### config.mk
export PLATFORM = sky130hd
export DESIGN_NAME = rx_char_post
export DESIGN_NICKNAME = d
export VERILOG_FILES = /design/src/rtl/rx_post_pkg.sv /design/src/rtl/rx_opt_reg.sv /design/src/rtl/rx_crnl_xlate.sv /design/src/rtl/rx_char_policy.sv /design/src/rtl/rx_brk_track.sv /design/src/rtl/rx_out_stage.sv /design/src/rtl/rx_char_post.sv
export SDC_FILE = /design/constraint.sdc
export NUM_CORES = 1
export LEC_CHECK = 0
export ABC_AREA = 1
export BUFFER_PORTS_ARGS = -buffer_cell sky130_fd_sc_hd__buf_2
export CORE_ASPECT_RATIO = 0.6
export CORE_MARGIN = 2
export CORE_UTILIZATION = 41
export CTS_CLUSTER_DIAMETER = 120
export DETAILED_ROUTE_END_ITERATION = 8
export GPL_TIMING_DRIVEN = 0
export PLACE_DENSITY = 0.84
export REMOVE_ABC_BUFFERS = 1
export SYNTH_ARGS = -nofsm -noshare
export SYNTH_HDL_FRONTEND = slang
export SYNTH_SLANG_ARGS = --single-unit
### constraint.sdc
create_clock -name clk -period 1.05 [get_ports clk]
set_input_delay 0.105 -clock clk [delete_from_list [all_inputs] [get_ports clk]]
set_output_delay 0.105 -clock clk [all_outputs]
set_load 0.005 [all_outputs]
### src/rtl/rx_post_pkg.sv
// Package: shared constants and types for the receive post-processor.
// Assumes 8-bit characters; option layout is fixed by the register map.
package rx_post_pkg;
    localparam int unsigned CHAR_W = 8;
    localparam int unsigned BRK_W  = 2;

    localparam logic [CHAR_W-1:0] CODE_CR  = CHAR_W'(8'h0D);
    localparam logic [CHAR_W-1:0] CODE_NL  = CHAR_W'(8'h0A);
    localparam logic [CHAR_W-1:0] CODE_NUL = '0;

    typedef enum logic [BRK_W-1:0] {
        BRK_RAISE = 2'b00,
        BRK_NULL  = 2'b01,
        BRK_RSVD  = 2'b10,
        BRK_DROP  = 2'b11
    } brk_act_e;

    // Option register layout, most significant field first.
    typedef struct packed {
        logic             ign_cr;
        logic             cr2nl;
        logic             nl2cr;
        logic [BRK_W-1:0] brk;
        logic [2:0]       err_opt;
    } opt_t;

    // One output beat.
    typedef struct packed {
        logic              chr;
        logic              exc;
        logic              tmo;
        logic              err;
        logic [CHAR_W-1:0] data;
    } beat_t;
endpackage

### src/rtl/rx_opt_reg.sv
// Option register: byte-wide storage, read back continuously.
// Assumes the write strobe is single-cycle qualified by the caller.
module rx_opt_reg
    import rx_post_pkg::*;
(
    input  logic              clk,
    input  logic              rst_n,
    input  logic              wr_en,
    input  logic [CHAR_W-1:0] wdata,
    output opt_t              opt_q
);
    // Load the option byte on a write, clear it on reset.
    always_ff @(posedge clk) begin
        if (!rst_n) begin
            opt_q <= '0;
        end else if (wr_en) begin
            opt_q <= opt_t'(wdata);
        end
    end
endmodule

### src/rtl/rx_crnl_xlate.sv
// CR/NL rewrite: one-step rewrite or discard of a clean received byte.
// Assumes the byte carries no break or error flag; the caller selects.
module rx_crnl_xlate
    import rx_post_pkg::*;
(
    input  logic              ign_cr,
    input  logic              cr2nl,
    input  logic              nl2cr,
    input  logic [CHAR_W-1:0] din,
    output logic              keep,
    output logic [CHAR_W-1:0] dout
);
    // Single-step mapping: each byte is tested once against its original value.
    always_comb begin
        keep = 1'b1;
        dout = din;
        if (din == CODE_CR) begin
            if (ign_cr) begin
                keep = 1'b0;
            end else if (cr2nl) begin
                dout = CODE_NL;
            end
        end else if (din == CODE_NL) begin
            if (nl2cr) begin
                dout = CODE_CR;
            end
        end
    end
endmodule

### src/rtl/rx_char_policy.sv
// Per-character policy: picks forward, drop or exception for one byte and
// reports whether the end-of-break state must be armed or cleared.
// Assumes the caller gates the arm/clear requests with the accept strobe.
module rx_char_policy
    import rx_post_pkg::*;
(
    input  logic              ign_cr,
    input  logic              cr2nl,
    input  logic              nl2cr,
    input  brk_act_e          brk_act,
    input  logic              tmo_en,
    input  logic              pend,
    input  logic [CHAR_W-1:0] din,
    input  logic              brk,
    input  logic              perr,
    input  logic              ferr,
    output logic              emit,
    output beat_t             beat,
    output logic              arm,
    output logic              disarm
);
    logic              x_keep;
    logic [CHAR_W-1:0] x_data;
    logic              bad;

    rx_crnl_xlate u_xlate (
        .ign_cr (ign_cr),
        .cr2nl  (cr2nl),
        .nl2cr  (nl2cr),
        .din    (din),
        .keep   (x_keep),
        .dout   (x_data)
    );

    // Any line error bypasses the rewrite.
    assign bad = perr | ferr;

    // Decide what this byte becomes.
    always_comb begin
        emit   = 1'b0;
        beat   = '0;
        arm    = 1'b0;
        disarm = 1'b0;
        if (brk) begin
            unique case (brk_act)
                BRK_NULL: begin
                    emit      = 1'b1;
                    beat.chr  = 1'b1;
                    beat.data = CODE_NUL;
                end
                BRK_DROP: begin
                    emit = 1'b0;
                end
                default: begin
                    emit     = 1'b1;
                    beat.exc = 1'b1;
                    arm      = 1'b1;
                end
            endcase
        end else begin
            disarm = pend;
            if (bad) begin
                emit      = 1'b1;
                beat.chr  = 1'b1;
                beat.err  = 1'b1;
                beat.data = din;
            end else if (x_keep) begin
                emit      = 1'b1;
                beat.chr  = 1'b1;
                beat.data = x_data;
            end
            if (pend && tmo_en) begin
                emit     = 1'b1;
                beat.exc = 1'b1;
                beat.tmo = 1'b1;
            end
        end
    end
endmodule

### src/rtl/rx_brk_track.sv
// End-of-break tracker: one flag, armed by a break exception and cleared
// by the first non-break byte. Arm wins if both are requested.
module rx_brk_track (
    input  logic clk,
    input  logic rst_n,
    input  logic arm,
    input  logic disarm,
    output logic pend
);
    // Hold the break-in-progress flag.
    always_ff @(posedge clk) begin
        if (!rst_n) begin
            pend <= 1'b0;
        end else if (arm) begin
            pend <= 1'b1;
        end else if (disarm) begin
            pend <= 1'b0;
        end
    end
endmodule

### src/rtl/rx_out_stage.sv
// Output register: one-entry valid/ready stage with registered data.
// Assumes load is only asserted when can_take is high.
module rx_out_stage
    import rx_post_pkg::*;
(
    input  logic  clk,
    input  logic  rst_n,
    input  logic  load,
    input  beat_t beat_i,
    input  logic  out_ready,
    output logic  out_valid,
    output beat_t beat_q,
    output logic  can_take
);
    // Space exists when empty or when the held beat leaves this cycle.
    assign can_take = !out_valid || out_ready;

    // Capture a new beat or retire the current one.
    always_ff @(posedge clk) begin
        if (!rst_n) begin
            out_valid <= 1'b0;
            beat_q    <= '0;
        end else if (load) begin
            out_valid <= 1'b1;
            beat_q    <= beat_i;
        end else if (out_ready) begin
            out_valid <= 1'b0;
        end
    end
endmodule

### src/rtl/rx_char_post.sv
// Receive post-processor top: option register, per-byte policy,
// end-of-break tracker and a registered output stage.
// Assumes in_brk, in_perr and in_ferr are qualified by in_valid.
module rx_char_post
    import rx_post_pkg::*;
(
    input  logic              clk,
    input  logic              rst_n,
    input  logic              cfg_wr_en,
    input  logic [CHAR_W-1:0] cfg_wdata,
    output logic [CHAR_W-1:0] cfg_rdata,
    input  logic              tmo_int_en,
    input  logic              in_valid,
    output logic              in_ready,
    input  logic [CHAR_W-1:0] in_data,
    input  logic              in_brk,
    input  logic              in_perr,
    input  logic              in_ferr,
    output logic              out_valid,
    input  logic              out_ready,
    output logic [CHAR_W-1:0] out_data,
    output logic              out_chr,
    output logic              out_exc,
    output logic              out_tmo,
    output logic              out_err
);
    opt_t  opt_q;
    logic  pend;
    logic  emit, arm, disarm;
    logic  accept;
    beat_t beat_n;
    beat_t beat_q;

    rx_opt_reg u_opt (
        .clk   (clk),
        .rst_n (rst_n),
        .wr_en (cfg_wr_en),
        .wdata (cfg_wdata),
        .opt_q (opt_q)
    );

    // Whole option byte is visible for read-back.
    assign cfg_rdata = opt_q;

    rx_char_policy u_policy (
        .ign_cr  (opt_q.ign_cr),
        .cr2nl   (opt_q.cr2nl),
        .nl2cr   (opt_q.nl2cr),
        .brk_act (brk_act_e'(opt_q.brk)),
        .tmo_en  (tmo_int_en),
        .pend    (pend),
        .din     (in_data),
        .brk     (in_brk),
        .perr    (in_perr),
        .ferr    (in_ferr),
        .emit    (emit),
        .beat    (beat_n),
        .arm     (arm),
        .disarm  (disarm)
    );

    // A byte is consumed when offered and the stage has room.
    assign accept = in_valid && in_ready;

    rx_brk_track u_brk (
        .clk    (clk),
        .rst_n  (rst_n),
        .arm    (accept && arm),
        .disarm (accept && disarm),
        .pend   (pend)
    );

    rx_out_stage u_out (
        .clk       (clk),
        .rst_n     (rst_n),
        .load      (accept && emit),
        .beat_i    (beat_n),
        .out_ready (out_ready),
        .out_valid (out_valid),
        .beat_q    (beat_q),
        .can_take  (in_ready)
    );

    // Unpack the held beat onto the output pins.
    assign out_data = beat_q.data;
    assign out_chr  = beat_q.chr;
    assign out_exc  = beat_q.exc;
    assign out_tmo  = beat_q.tmo;
    assign out_err  = beat_q.err;
endmodule

==> results of run 1 <==
==> what timing repair did <==
item,in CTS,in global routing
buffers inserted,4,1
endpoints found under the setup margin,13,14
resized for setup,25,10
hold endpoints to repair,0,0
pin swaps,13,6
cloned,3,0
==> power groups by stage <==
stage	Combinational [W]	Clock (W)	Sequential, W
floorplan	0.000168	0	0.000951
global placement	0.000321	0	0.000945
detailed placement	0.000327	0	0.000946
CTS	0.000400	0.000809	0.000931
global route	0.000471	0.000850	0.000940
finish	0.000420	0.000793	0.000932
==> layout make-up <==
class / instances / area share, %
multi-input combinational: 117 / 39.9
clock inverter: 1 / 1.93
clock buffer: 3 / 2.65
sequential: 22 / 28.6
timing repair buffer: 51 / 18.0
tap: 32 / 2.57
inverter: 25 / 6.35
==> worst max-delay path by stage <==
stage / startpoint / endpoint / slack [ns] / cells after the start
floorplan: u_out.out_valid / u_out.beat_q[8] / -0.13 / 6
global placement: in_ferr / u_out.beat_q[8] / -0.27 / 9
detailed placement: in_ferr / u_out.beat_q[3] / -0.28 / 10
CTS: u_brk.pend / u_out.beat_q[3] / -0.11 / 9
global route: u_out.out_valid / u_out.beat_q[3] / -0.17 / 9
finish: u_out.out_valid / u_out.beat_q[3] / -0.11 / 9
==> worst max-delay path, stage by stage, from the launching register on <==
cell and delay [ns]:
dfxtp_2 0.34, nand2_4 0.09, nand2_4 0.06, a21oi_4 0.13, buf_12 0.15, nand2_8 0.07, inv_6 0.07, nand2_2 0.04
nand2_1 0.05, nor2_1 0.04
==> logic make-up (layout without fill, tap and decap cells) <==
| logic type | Yosys count | in the layout |
|---|---|---|
| AOI/OAI and AO/OA | 27 | 27 |
| DFF | 22 | 22 |
| and+or+nand+nor | 87 | 90 |
| buffers and inverters | 32 | 80 |
==> through the flow <==
step                      std cells  worst slack, ns  instance area (sq um)
final                           251           -0.109                   1560
after global routing            251           -0.166                   1560
after CTS                       250           -0.108                   1520
after detailed placement        239           -0.282                   1300
after global placement          239           -0.274                   1300
after floorplan                 161           -0.127                   1030
==> placed cells by master, fill, tap and decap left out <==
cell type / n
a21oi_1: 7
a21oi_2: 6
a21oi_4: 1
a31oi_1: 1
buf_12: 1
buf_2: 46
buf_4: 4
bufinv_16: 1
clkbuf_8: 3
clkinv_1: 1
dfxtp_1: 18
dfxtp_2: 4
inv_1: 18
inv_2: 5
inv_6: 1
nand2_1: 30
nand2_2: 5
nand2_4: 5
nand2_8: 1
nand3_1: 4
nand3_4: 1
nor2_1: 36
nor2_2: 4
nor2_4: 2
nor3_1: 2
o21ai_0: 11
o21ai_1: 1
==> metal layers <==
| layer | share of wire, % | vias up |
|---|---|---|
| met5 | 0 | - |
| met2 | 45 | 36 |
| met4 | 1.1 | 0 |
| met1 | 48 | 517 |
| li1 | - | 619 |
| met3 | 6.1 | 4 |
==> flip-flops by register name (all words and copies together) (netlist names) <==
name	cells
u_out.beat_q	12
u_opt.opt_q	8
u_brk.pend	1
u_out.out_valid	1
==> results.yml, run 1 <==
critical_path:
  crit_type: "reg2reg"
  start_kind: "register"
  required_ns: 1.21
  cp_max_fo: 5
  r2r_start: "u_out.out_valid"
  cp.arrival_ns: 1.32
  r2r_slack_ns: -0.11
  end_kind: "register"
  r2r_end: "u_out.beat_q[3]"
  r2r_cells: 9
synthesis:
  yosys.area_share.simple_pct: 32.5
  yosysMostFrequentCell: "nor2_1"
  synthArstFlopShare_pct: 0
  ys_top_cells_by_count: "39 x nor2_1, 35 x nand2_1, 22 x dfxtp_1"
  synth_top_family_by_area: "simple AND/OR/NAND/NOR gates"
  synth_adder_area_share_pct: 0
  yosys_warnings: 0
  synth_edf_count: 0
  synth_compound_area_share_pct: 13.0
  yosys.area.top_type: "dfxtp_1"
  ys_types: 19
  synth_top_flop_cell: "dfxtp_1"
  synth_area_sq_um: 1080
  yosysTopAreaCellShare_pct: 40.9
  synth.area.mux_share_pct: 0
  synth_cells: 168
  syn_avg_cell_area_sq_um: 6.41
  seq_area_frac_synth_pct: 40.9
  yosys_register_bits: 22
  synth-xor-area-share_pct: 0
  synth_area_leaders: "dfxtp_1 41%, nor2_1 14%, nand2_1 12%"
run_status:
  run_status: "finished, violations left"
  violations: "negative setup slack"
timing:
  post-route-worst-setup-slack_ns: -0.109
  finalCriticalPeriod_ns: 1.16
  setup_violations: 13
  max_freq_mhz: 862
  finalSetupTns_ns: -0.881
  holdWs_ns: 0.0630
  hold_violations: 0
  rsz0062_at_grt: "yes"
  min_period_over_period_pct: 110
  worst_slew_pin_slew_ns: 0.330
  slew_viol_final: 0
  fin_worst_skew_ns: 0.00815
  max_slew_margin_pct: 78.0
finish:
  drive_gt1_share_pct: 41.1
  multi_input_area_sq_um: 621
  finish.utilization_pct: 62.1
  diodes: 0
  area_delta_synth_final_pct: 44.5
  finalNetCount: 245
  fill_cells: 234
  regArea_sq_um: 445
route:
  drtAntennaViolNets: 0
  finalWirelength_um: 2810
  via_per_inst: 4.69
  drtIter0Drc: 40
  drc: 0
  via_count: 1176
  first_pass_iters: 4
  wl_per_cell_um: 11.2
power_and_ir_drop:
  power_density_nw_per_um2: 1380
  power_frac_seq_pct: 43.4
  finalPower_w: 0.00215
  power.switching_w: 0.000553
  p_sw_share_pct: 25.8
  p_leak_nw: 0.813
  internal-power_w: 0.00159
  peakVddDrop_mv: 1.06
  p_clk_share_pct: 37.0
  comb_power_share_pct: 19.6
die:
  die_area_sq_um: 3070
  pin_count: 47
  initial_core_util_pct: 43.0
  die_x_um: 70.2
  row_count: 14
  die_h_um: 43.7
  core_area_sq_um: 2500
worst_hold_path:
  min_to: "u_opt.opt_q[2]"
  hold_depth: 3
  worstHoldStart: "cfg_wdata[2]"
  hold_class: "in2reg"
grt:
  antenna_found_initial: 0
  busiest_layer: "met2"
  grtUsageTotal_pct: 19.2
  use_met1_pct: 26.0
  grt_pass1_wl_um: 4600
  overflow: 0
  grt_max_degree: 21
  met3_usage_pct: 5.81
  grt_pass1_vias: 1056
  use_met2_pct: 31.2
run:
  cap_viol_max_count: 0
clock_network:
  cts_tree: "yes"
  cts.reportedPaths.clkPinSlew_ns: 0.09
  cts_hold_buf: 0
  cts-root-buf: "clkbuf_8"
  clock_sinks: 22
  clkLatencyLatePin_ns: 0.27
  cts_max_level: 1
  clock_path_buffers: 2
  cts_buffers: 3
placement:
  port_buffers: 46
  dp_hpwl_um: 1860
  gp_congestion: 0.856
Note: power is estimated with default switching activity, not from simulation.
==> inputs of run 2 (changes only) <==
--- a/config.mk
+++ b/config.mk
@@ -12,7 +12,6 @@
 export CORE_UTILIZATION = 41
 export CTS_CLUSTER_DIAMETER = 120
 export DETAILED_ROUTE_END_ITERATION = 8
-export GPL_TIMING_DRIVEN = 0
 export PLACE_DENSITY = 0.84
 export REMOVE_ABC_BUFFERS = 1
 export SYNTH_ARGS = -nofsm -noshare
==> results.yml, run 2 (same netlist as run 1, synthesis figures left out) <==
critical_path:
  timing.critical_path.mode_cell: "nand2_2"
  r2r_end: "u_out.beat_q[8]"
  r2r_cells: 7
  crit_type: "reg2reg"
  r2r_start: "u_out.out_valid"
  r2r_slack_ns: -0.12
  cp_max_fo: 5
  required_ns: 1.21
  start_kind: "register"
  crit_chain: "nand2_2 > nand2_2 > a21oi_4 > nand2_4 > clkbuf_16 > o21ai_1 > nor2_1"
  crit_path_max_incr_delay_ns: 0.33
  end_kind: "register"
  cp.arrival_ns: 1.33
  cp_slowest_cell: "dfxtp_2"
timing:
  setup_violations: 13
  rsz0062_at_grt: "yes"
  worst_slew_pin_slew_ns: 0.348
  max_freq_mhz: 855
  max_slew_margin_pct: 76.8
  slew_viol_final: 0
  hold_violations: 0
  finalCriticalPeriod_ns: 1.17
  post-route-worst-setup-slack_ns: -0.119
  min_period_over_period_pct: 111
  fin_worst_skew_ns: 0.0101
route:
  drc: 0
  drtIter0Drc: 97
  via_count: 1248
  drtAntennaViolNets: 0
  via_per_inst: 4.64
  wl_per_cell_um: 10.8
  first_pass_iters: 4
  finalWirelength_um: 2900
worst_hold_path:
  hold_depth: 3
  worstHoldStart: "cfg_wdata[3]"
  hold_class: "in2reg"
  min_to: "u_opt.opt_q[3]"
clock_network:
  cts-root-buf: "clkbuf_8"
  cts_buffers: 3
  clkLatencyLatePin_ns: 0.27
  cts.reportedPaths.clkPinSlew_ns: 0.08
  cts_max_level: 1
  clock_path_buffers: 2
  clock_sinks: 22
  cts_tree: "yes"
finish:
  drive_gt1_share_pct: 43.9
  largest_register: "u_out.beat_q"
  final_cell_mix: "46 x buf_2, 37 x nor2_1, 30 x nand2_1"
  reg_top3: "u_out.beat_q x12, u_opt.opt_q x8"
  largest_reg_flops: 12
  area_delta_synth_final_pct: 54.1
  finalNetCount: 263
  layout_commonest_cell: "buf_2"
  instances_no_fill: 269
  fill_cells: 212
  diodes: 0
placement:
  gp_congestion: 0.829
  port_buffers: 46
  dp_hpwl_um: 2130
  dp.cells: 263
power_and_ir_drop:
  finalPower_w: 0.00219
  peakVddDrop_mv: 0.604
  power_density_nw_per_um2: 1320
  p_leak_nw: 0.898
grt:
  grtUsageTotal_pct: 18.9
  overflow: 0
  grt_pass1_vias: 1096
  antenna_found_initial: 0
  grt_max_degree: 21
  grt_pass1_wl_um: 4550
die:
  die_x_um: 70.2
  pin_count: 47
  row_count: 14
  die_area_sq_um: 3070
  initial_core_util_pct: 43.0
  die_h_um: 43.7
  core_area_sq_um: 2500
run:
  cap_viol_max_count: 0
run_status:
  run_status: "finished, violations left"
  violations: "negative setup slack"
run 2: area by class of cell:
cell class	count	area (sq um)	share of cell area, %
multi-input combinational	114	546	32.9
timing repair buffer	72	459	27.7
sequential	22	445	26.8
inverter	25	98.8	5.95
clock buffer	3	41.3	2.49
tap	32	40.0	2.41
clock inverter	1	30.0	1.81
run 2: routing by layer:
metal | global-route usage, % | up-vias | part of all wire (%)
li1 | - | 649 | -
met1 | 23.8 | 554 | 47
met3 | 5.12 | 6 | 5.7
met2 | 33.3 | 39 | 47
met4 | 4.23 | 0 | 0.79
met5 | 0 | - | 0
run 2: how the worst max path moves through the flow:
stage,start,to,slack (ns),depth (start not counted)
after floorplan,u_out.out_valid,u_out.beat_q[8],-0.13,6
after global placement,in_data[7],u_out.beat_q[7],-0.11,10
after detailed placement,in_data[7],u_out.beat_q[11],-0.16,10
after CTS,u_brk.pend,u_out.beat_q[3],-0.12,10
after global routing,u_opt.opt_q[7],u_out.beat_q[3],-0.20,9
final,u_out.out_valid,u_out.beat_q[8],-0.12,7
run 2: worst max-delay path: cells and delay by family, from the launching register on:
kind	cells	cell delay (ns)
compound gates	2	0.27
flops	1	0.33
simple gates	4	0.29
buf+inv	1	0.16
run 2: timing repair:
action	4_1_cts	5_1_grt
endpoints found under the setup margin	13	14
cloned	0	1
pin swaps	2	10
endpoints found under the hold margin	0	0
hold buffers	0	0
gates resized for setup	12	12
buffers inserted	0	1
run 2: through the flow:
| stage | cell area, sq um | worst slack [ns] | util, % | hold WS, ns | setup TNS, ns |
|---|---|---|---|---|---|
| floorplan | 1030 | -0.127 | - | 0.212 | -1.13 |
| detailed placement | 1490 | -0.159 | 59.5 | 0.340 | -1.45 |
| global route | 1660 | -0.205 | 66.3 | 0.0709 | -2.26 |
| global placement | 1490 | -0.111 | 59.5 | 0.332 | -1.02 |
| finish | 1660 | -0.119 | 66.3 | 0.0582 | -1.20 |
| CTS | 1590 | -0.117 | 63.3 | 0.0601 | -0.901 |
run 2: report_power, final:
group / switching, W / internal, W
Clock: 0.000276 / 0.000509
Sequential: 0.0000323 / 0.000898
Combinational: 0.000236 / 0.000236
